==> config.mk <==
export PLATFORM = sky130hd
export DESIGN_NAME = exc_ctrl_regs
export DESIGN_NICKNAME = d
export VERILOG_FILES = /design/src/rtl/exc_ctrl_regs.sv
export SDC_FILE = /design/constraint.sdc
export NUM_CORES = 1
export LEC_CHECK = 0
export BUFFER_PORTS_ARGS = -buffer_cell sky130_fd_sc_hd__buf_2
export CAP_MARGIN = 40
export CORE_MARGIN = 2
export CORE_UTILIZATION = 38
export DETAILED_ROUTE_END_ITERATION = 10
export PLACE_DENSITY_LB_ADDON = 0.3
export SYNTH_ARGS = -nofsm -noshare
export SYNTH_HDL_FRONTEND = slang
export SYNTH_SLANG_ARGS = --single-unit
==> constraint.sdc <==
create_clock -name clk -period 1.16 [get_ports clk]
set_input_delay 0.116 -clock clk [delete_from_list [all_inputs] [get_ports clk]]
set_output_delay 0.116 -clock clk [all_outputs]
set_load 0.005 [all_outputs]
==> src/rtl/exc_ctrl_regs.sv <==
module exc_ctrl_regs #(
  parameter int          XLEN     = 32,
  parameter int          NIRQ     = 5,
  parameter int          CODE_W   = 4,
  parameter int          ADDR_W   = 5,
  parameter logic [31:0] VEC_ADDR = 32'h8000_0080,
  parameter int          N_BAD    = 8,
  parameter int          N_STS    = 12,
  parameter int          N_CAUSE  = 13,
  parameter int          N_EPC    = 14
) (
  input  logic              clk,
  input  logic              rst_n,
  input  logic              exc_valid,
  input  logic [CODE_W-1:0] exc_code,
  input  logic [XLEN-1:0]   exc_pc,
  input  logic              bad_valid,
  input  logic [XLEN-1:0]   bad_addr,
  input  logic              rfe,
  input  logic [NIRQ-1:0]   irq_in,
  input  logic [NIRQ-1:0]   irq_clr,
  input  logic              wr_en,
  input  logic [ADDR_W-1:0] wr_addr,
  input  logic [XLEN-1:0]   wr_data,
  input  logic [ADDR_W-1:0] rd_addr,
  output logic [XLEN-1:0]   rd_data,
  output logic              redirect,
  output logic [XLEN-1:0]   handler_pc,
  output logic              irq_req
);
  localparam int PEND_LO = 11;
  localparam int PEND_HI = PEND_LO + NIRQ - 1;
  localparam int CODE_LO = 2;
  localparam int CODE_HI = CODE_LO + CODE_W - 1;

  logic [5:0]        stk_q;
  logic [NIRQ-1:0]   mask_q;
  logic [NIRQ-1:0]   pend_q;
  logic [CODE_W-1:0] code_q;
  logic [XLEN-1:0]   epc_q;
  logic [XLEN-1:0]   bad_q;
  logic [XLEN-1:0]   sts_word;
  logic [XLEN-1:0]   cause_word;

  wire wr_sts = wr_en && (wr_addr == ADDR_W'(N_STS));
  wire wr_epc = wr_en && (wr_addr == ADDR_W'(N_EPC));

  always_ff @(posedge clk) begin
    if (!rst_n) begin
      stk_q  <= '0;
      mask_q <= '0;
    end else if (exc_valid) begin
      stk_q  <= {stk_q[3:0], 2'b00};
    end else if (rfe) begin
      stk_q  <= {stk_q[5:4], stk_q[5:2]};
    end else if (wr_sts) begin
      stk_q  <= wr_data[5:0];
      mask_q <= wr_data[PEND_HI:PEND_LO];
    end
  end

  always_ff @(posedge clk) begin
    if (!rst_n) begin
      epc_q  <= '0;
      code_q <= '0;
    end else if (exc_valid) begin
      epc_q  <= exc_pc;
      code_q <= exc_code;
    end else if (wr_epc) begin
      epc_q  <= wr_data;
    end
  end

  always_ff @(posedge clk) begin
    if (!rst_n)                      bad_q <= '0;
    else if (exc_valid && bad_valid) bad_q <= bad_addr;
  end

  always_ff @(posedge clk) begin
    if (!rst_n) pend_q <= '0;
    else        pend_q <= (pend_q & ~irq_clr) | irq_in;
  end

  always_comb begin
    sts_word = '0;
    sts_word[5:0] = stk_q;
    sts_word[PEND_HI:PEND_LO] = mask_q;
    cause_word = '0;
    cause_word[CODE_HI:CODE_LO] = code_q;
    cause_word[PEND_HI:PEND_LO] = pend_q;
  end

  always_comb begin
    case (rd_addr)
      ADDR_W'(N_BAD):   rd_data = bad_q;
      ADDR_W'(N_STS):   rd_data = sts_word;
      ADDR_W'(N_CAUSE): rd_data = cause_word;
      ADDR_W'(N_EPC):   rd_data = epc_q;
      default:          rd_data = '0;
    endcase
  end

  assign redirect   = exc_valid;
  assign handler_pc = VEC_ADDR;
  assign irq_req    = stk_q[0] && |(pend_q & mask_q);
endmodule

==> out/metrics.cfg, run 1 <==
[run_status]
outcome=finished, violations left
failed_checks=setup timing

[setup_path]
arrival_ns=1.26
reg2reg_from=stk_q[5]
cp.required_ns=1.04
crit_fanout=2
path_class=register to primary output
slowest_stage=a222oi_1
r2r_cells=3
cp_slowest_stage_delay_ns=0.35
cp_cell_sequence=a222oi_1 -> a21boi_1 -> buf_2
start_kind=register
rrSetupSlack_ns=0.17
cp-end-kind=primary output
worstReg2RegEnd=stk_q[3]

[synth]
ys_ff_latch=84
synth_ff_type=dfxtp_1
synth_common_cells=dfxtp_1, nand2_1, a21oi_1
syn_area_mm2=0.00434
syn_inst=555
avgSynthCellArea_um2=7.83
ys_seq_area_frac=0.387
ys_warn_count=0
synth_top_area_cell=dfxtp_1
synth_edf_count=0
ys_async_sr_fraction=0
yosysUniqueCellTypes=43
yosysMostFrequentCell=dfxtp_1
yosysTopAreaCellShare=0.387
yosys-top-cells-area=dfxtp_1, a21oi_1, o21ai_0

[clock_tree]
cts_max_level=3
cts_tree=built
cts_buffers=9
clock_latency_ns=0.34
cts.sinks=84
cts_buffer_depth=2
clk_pin_slew_ns=0.06
cts-root-buf=clkbuf_16

[layout]
nets=843
layout-drive-gt1-share=0.352
fill_cells=1117
area_delta_synth_final_pct=33.6
final_cells=866
utilization=0.515

[grt]
grt_pass1_vias=4530
track_usage=0.234
grt_pass1_wl_um=23100
grt_max_degree=33
antenna_found_initial=1
grt.overflow.total=0

[timing]
finClkSkew_ns=0.00750
rsz0062_at_grt=yes
period_minus_slack_ns=1.38
finalSetupViolations=33
fmax_mhz=725
fin_tns_setup_ns=-3.83
min_period_over_period=1.19
setup_ws_ns=-0.219
hold_viol=0
slew_viol_final=0

[placement]
place.gp.congestion=0.800
port_buffers=159
placedCellCount=840
dp_slack_ns=-0.191
dp_hpwl_um=10700

[min_path]
hold_start=irq_in[0]
hold_path.class=primary input to register
hold_depth=3
holdPathEnd=pend_q[0]

[die]
core-area_mm2=0.0113
die_y_um=111
rows=39
die_x_um=111
io_pins=192
dieArea_mm2=0.0123
start_util=0.385

[power_and_ir_drop]
pwr_density_cell_mw_per_mm2=1210
switchingPower_uw=1770
p_leak_uw=0.00257
swShare=0.251
internal_power_uw=5280
power_frac_clock=0.412
power.share.sequential=0.447
peakVddDrop_v=0.000651
pwr-share-comb=0.141

[routing]
via_per_inst=5.41
ant_nets=0
drc=0
drt-total-wl_um=14600
drt_iter0_drc=396
vias=4687
first_pass_iters=6
wl_per_cell_um=16.9

[run]
cap_violations=0

[metrics by stage]
| stage | power [µW] | hold slack, ns | area (µm²) |
|---|---|---|---|
| 2_1_floorplan | 3750 | 0.233 | 4460 |
| 3_3_place_gp | 4120 | 0.319 | 5260 |
| 3_5_place_dp | 4140 | 0.327 | 5260 |
| 4_1_cts | 7090 | 0.00195 | 5760 |
| 5_1_grt | 7380 | 0.00993 | 5800 |
| 6_report | 7050 | 0.00394 | 5800 |
[logic make-up (layout without fill, tap and decap cells)]
logic type / after synthesis / after routing / synth area share
flip-flops: 84 / 84 / 0.387
multiplexers: 13 / 13 / 0.0305
AND/OR/NAND/NOR: 137 / 137 / 0.144
AO/OA/AOI/OAI: 216 / 216 / 0.296
other: 2 / 33 / 0.00173
buffers and inverters: 103 / 240 / 0.141
[layout by cell type (no fill, tap or decap), types with 4 or more instances in the layout]
cell type,netlist,routed
nor2_1,12,11
buf_4,38,30
a31oi_1,34,34
a211oi_1,4,4
dfxtp_2,0,14
o21ai_0,67,67
nand2b_1,4,4
inv_1,17,15
a22o_1,21,21
clkbuf_16,0,10
a21oi_1,70,70
buf_6,5,5
dfxtp_1,84,70
nand2_1,78,78
o2111ai_2,0,9
mux2i_1,11,11
buf_2,15,157
conb_1,2,32
nand3_1,27,26
buf_12,0,7
dlygate4sd3_1,0,5
[worst max-delay path: cells and delay by family (launching register included)]
| family | cells | cell delay [ns] |
|---|---|---|
| AOI/OAI and AO/OA | 2 | 0.47 |
| buffers and inverters | 1 | 0.14 |
| DFF | 1 | 0.32 |
[how the worst max path moves through the flow]
stage	from	to	slack, ns	depth (start not counted)
after floorplan	rd_addr[1]	rd_data[10]	0.12	6
after global placement	rd_addr[0]	rd_data[1]	-0.15	7
after detailed placement	rd_addr[0]	rd_data[19]	-0.19	6
after CTS	stk_q[1]	rd_data[1]	-0.19	3
after global routing	stk_q[1]	rd_data[1]	-0.23	3
final	mask_q[0]	irq_req	-0.22	3
[final cells by class]
cell class | count | area (µm²) | share of cell area
multi-input combinational | 398 | 2250 | 0.388
sequential | 84 | 1700 | 0.293
timing repair buffer | 206 | 1300 | 0.224
clock buffer | 12 | 256 | 0.0442
tap | 143 | 179 | 0.0308
inverter | 18 | 67.6 | 0.0116
clock inverter | 4 | 47.5 | 0.00819
antenna | 1 | 2.50 | 0.000431
[metal layers]
metal  wire (µm)  global-route usage  up-vias  share of wire
met4         162              0.0600        0          0.011
met2        7060               0.401      226           0.48
li1            -                   -     2237              -
met3        1080              0.0503       12          0.073
met5           0                   0        -              0
met1        6330               0.301     2212           0.43
[power by group through the flow]
stage                     sequential [µW]  combinational (µW)  clock, µW
after floorplan                      3170                 583          0
after global placement               3200                 912          0
after global routing                 3170                1100       3110
after CTS                            3150                 974       2970
final                                3150                 991       2900
after detailed placement             3210                 936          0
[sequential cells by signal, summed over array words and instances (netlist names)]
| register | flops |
|---|---|
| stk_q | 6 |
| epc_q | 32 |
| bad_q | 32 |
| code_q | 4 |
| pend_q | 5 |
| mask_q | 5 |
[repair_timing]
action	in CTS	in global routing
cloned	0	1
setup endpoints to repair	33	33
hold endpoints to repair	5	0
resized for setup	39	4
hold buffers	5	0
pin swaps	8	17
setup buffers	2	1
No activity file was read; power rests on OpenSTA's default activity.
==> run 2: changes to the inputs <==
CORE_MARGIN = default   (was 2)
CORE_UTILIZATION = 48   (was 38)
==> run 2 against run 1 <==
Net effect: highest routed layer unchanged; the run ends with hold timing, setup timing left; largest power group unchanged; combinational power increased by 13%; wire length up 3.6%; critical path type unchanged; clock skew decreased by 0.0024 ns; cell count fell by 2.2%; critical endpoint unchanged; hold slack worse by 0.0053 ns; first-iteration DRC count shrank 30%; die area decreased by 23%; critical path depth unchanged; global-route usage rose by 7.1 points; sequential share of layout area fell by 1.1 points.
==> out/metrics.cfg, run 2 (synthesis gave the netlist of run 1 again) <==
[setup_path]
cp_cell_sequence=a222oi_1 -> a21boi_1 -> buf_2
crit_family=compound AO/OA/AOI/OAI gates
rrSetupSlack_ns=0.07
cp-end-kind=primary output
worstPathBufferInverterCount=1
r2r_cells=3
reg2reg_from=stk_q[5]
worstReg2RegEnd=stk_q[3]
slowest_stage=dfxtp_1
cp_slowest_stage_delay_ns=0.36
start_kind=register
crit_fanout=3
cp.required_ns=1.04
path_class=register to primary output
arrival_ns=1.28

[routing]
first_pass_iters=5
wl_per_cell_um=17.9
drc=0
drt_iter0_drc=278
drt-total-wl_um=15200
vias=4897
via_per_inst=5.78
ant_nets=0

[run_status]
outcome=finished, violations left
failed_checks=hold timing, setup timing

[timing]
hold_viol=1
period_minus_slack_ns=1.40
setup_ws_ns=-0.240
min_period_over_period=1.21
fmax_mhz=714
hold_ws_ns=-0.00136
finClkSkew_ns=0.00512
rsz0062_at_grt=yes
finalSetupViolations=33
slew_viol_final=0

[grt]
grt_max_degree=44
antenna_found_initial=0
grt_pass1_wl_um=23000
track_usage=0.306
grt_pass1_vias=4678
grt.overflow.total=0

[power_and_ir_drop]
pwr_density_cell_mw_per_mm2=1050
peakVddDrop_v=0.000595
finalPower_uw=6390
p_leak_uw=0.00265

[layout]
layout-drive-gt1-share=0.382
layout_common_cells=buf_2, nand2_1, a21oi_1
area_delta_synth_final_pct=39.7
nets=862
reg.largest.list=bad_q x32, epc_q x32, stk_q x6
layout.area.seq_mm2=0.00171
final_common_cell=buf_2
fill_cells=710
multi_input_area_mm2=0.00240
antenna_cells=0

[placement]
place.gp.congestion=0.891
dp_slack_ns=-0.203
port_buffers=159
dp_hpwl_um=9510

[die]
dieArea_mm2=0.00944
core-area_mm2=0.00872
die_x_um=97.1
die_y_um=97.1
start_util=0.498
rows=34
io_pins=192

[clock_tree]
cts_max_level=3
clock_latency_ns=0.36
cts.sinks=84
cts_tree=built
cts-root-buf=clkbuf_8
clk_pin_slew_ns=0.08
cts_buffers=9
cts_buffer_depth=2

[run]
cap_violations=0

[min_path]
hold_start=bad_addr[12]
hold_depth=3
holdPathEnd=bad_q[12]
hold_path.class=primary input to register

==> run 2: power by group <==
part	switching (µW)	total [µW]	internal, µW
clock	1030	2120	1090
combinational	589	1120	529
sequential	108	3160	3050
==> run 2: final cells by class <==
cell class / count / share of cell area
inverter: 18 / 0.0111
timing repair buffer: 223 / 0.259
clock buffer: 12 / 0.0256
tap: 108 / 0.0223
multi-input combinational: 400 / 0.395
clock inverter: 2 / 0.00577
sequential: 84 / 0.281
==> run 2: worst max-delay path by stage <==
stage,to,slack [ns],start,cells past startpoint
2_1_floorplan,rd_data[10],0.12,rd_addr[1],6
3_3_place_gp,rd_data[0],-0.18,rd_addr[3],6
3_5_place_dp,rd_data[1],-0.20,rd_addr[3],6
4_1_cts,irq_req,-0.20,mask_q[0],3
5_1_grt,irq_req,-0.26,mask_q[0],3
6_report,irq_req,-0.24,mask_q[1],3
==> run 2: worst register-to-register path: stages (launching register included) <==
cell      delay (ns)
dfxtp_1         0.36
mux2_2          0.29
o211ai_1        0.21
mux2i_1         0.11
==> run 2: per-stage QoR <==
| step | cell area, µm² | hold slack (ns) | TNS [ns] | std cells | utilization |
|---|---|---|---|---|---|
| finish | 6070 | -0.00136 | -3.88 | 847 | 0.696 |
| global route | 6070 | 0.00782 | -4.77 | 847 | 0.696 |
| CTS | 5940 | 0.000975 | -3.07 | 842 | 0.681 |
| detailed placement | 5190 | 0.333 | -6.34 | 798 | 0.595 |
| global placement | 5190 | 0.319 | -4.89 | 798 | 0.595 |
| floorplan | 4460 | 0.233 | 0 | 585 | - |
==> run 2: metal layers <==
metal,global-route usage,share of wire,vias to the layer above,wire [µm]
met2,0.509,0.50,304,7520
li1,-,-,2265,-
met1,0.383,0.39,2277,5950
met3,0.0504,0.077,51,1160
met5,0,0,-,0
met4,0.149,0.035,0,528
==> run 2: what timing repair did <==
action,4_1_cts,5_1_grt
cloned,5,1
hold buffers,21,0
setup endpoints to repair,33,33
setup buffers,4,5
hold endpoints to repair,21,0
pin swaps,13,12
gates resized for setup,61,27
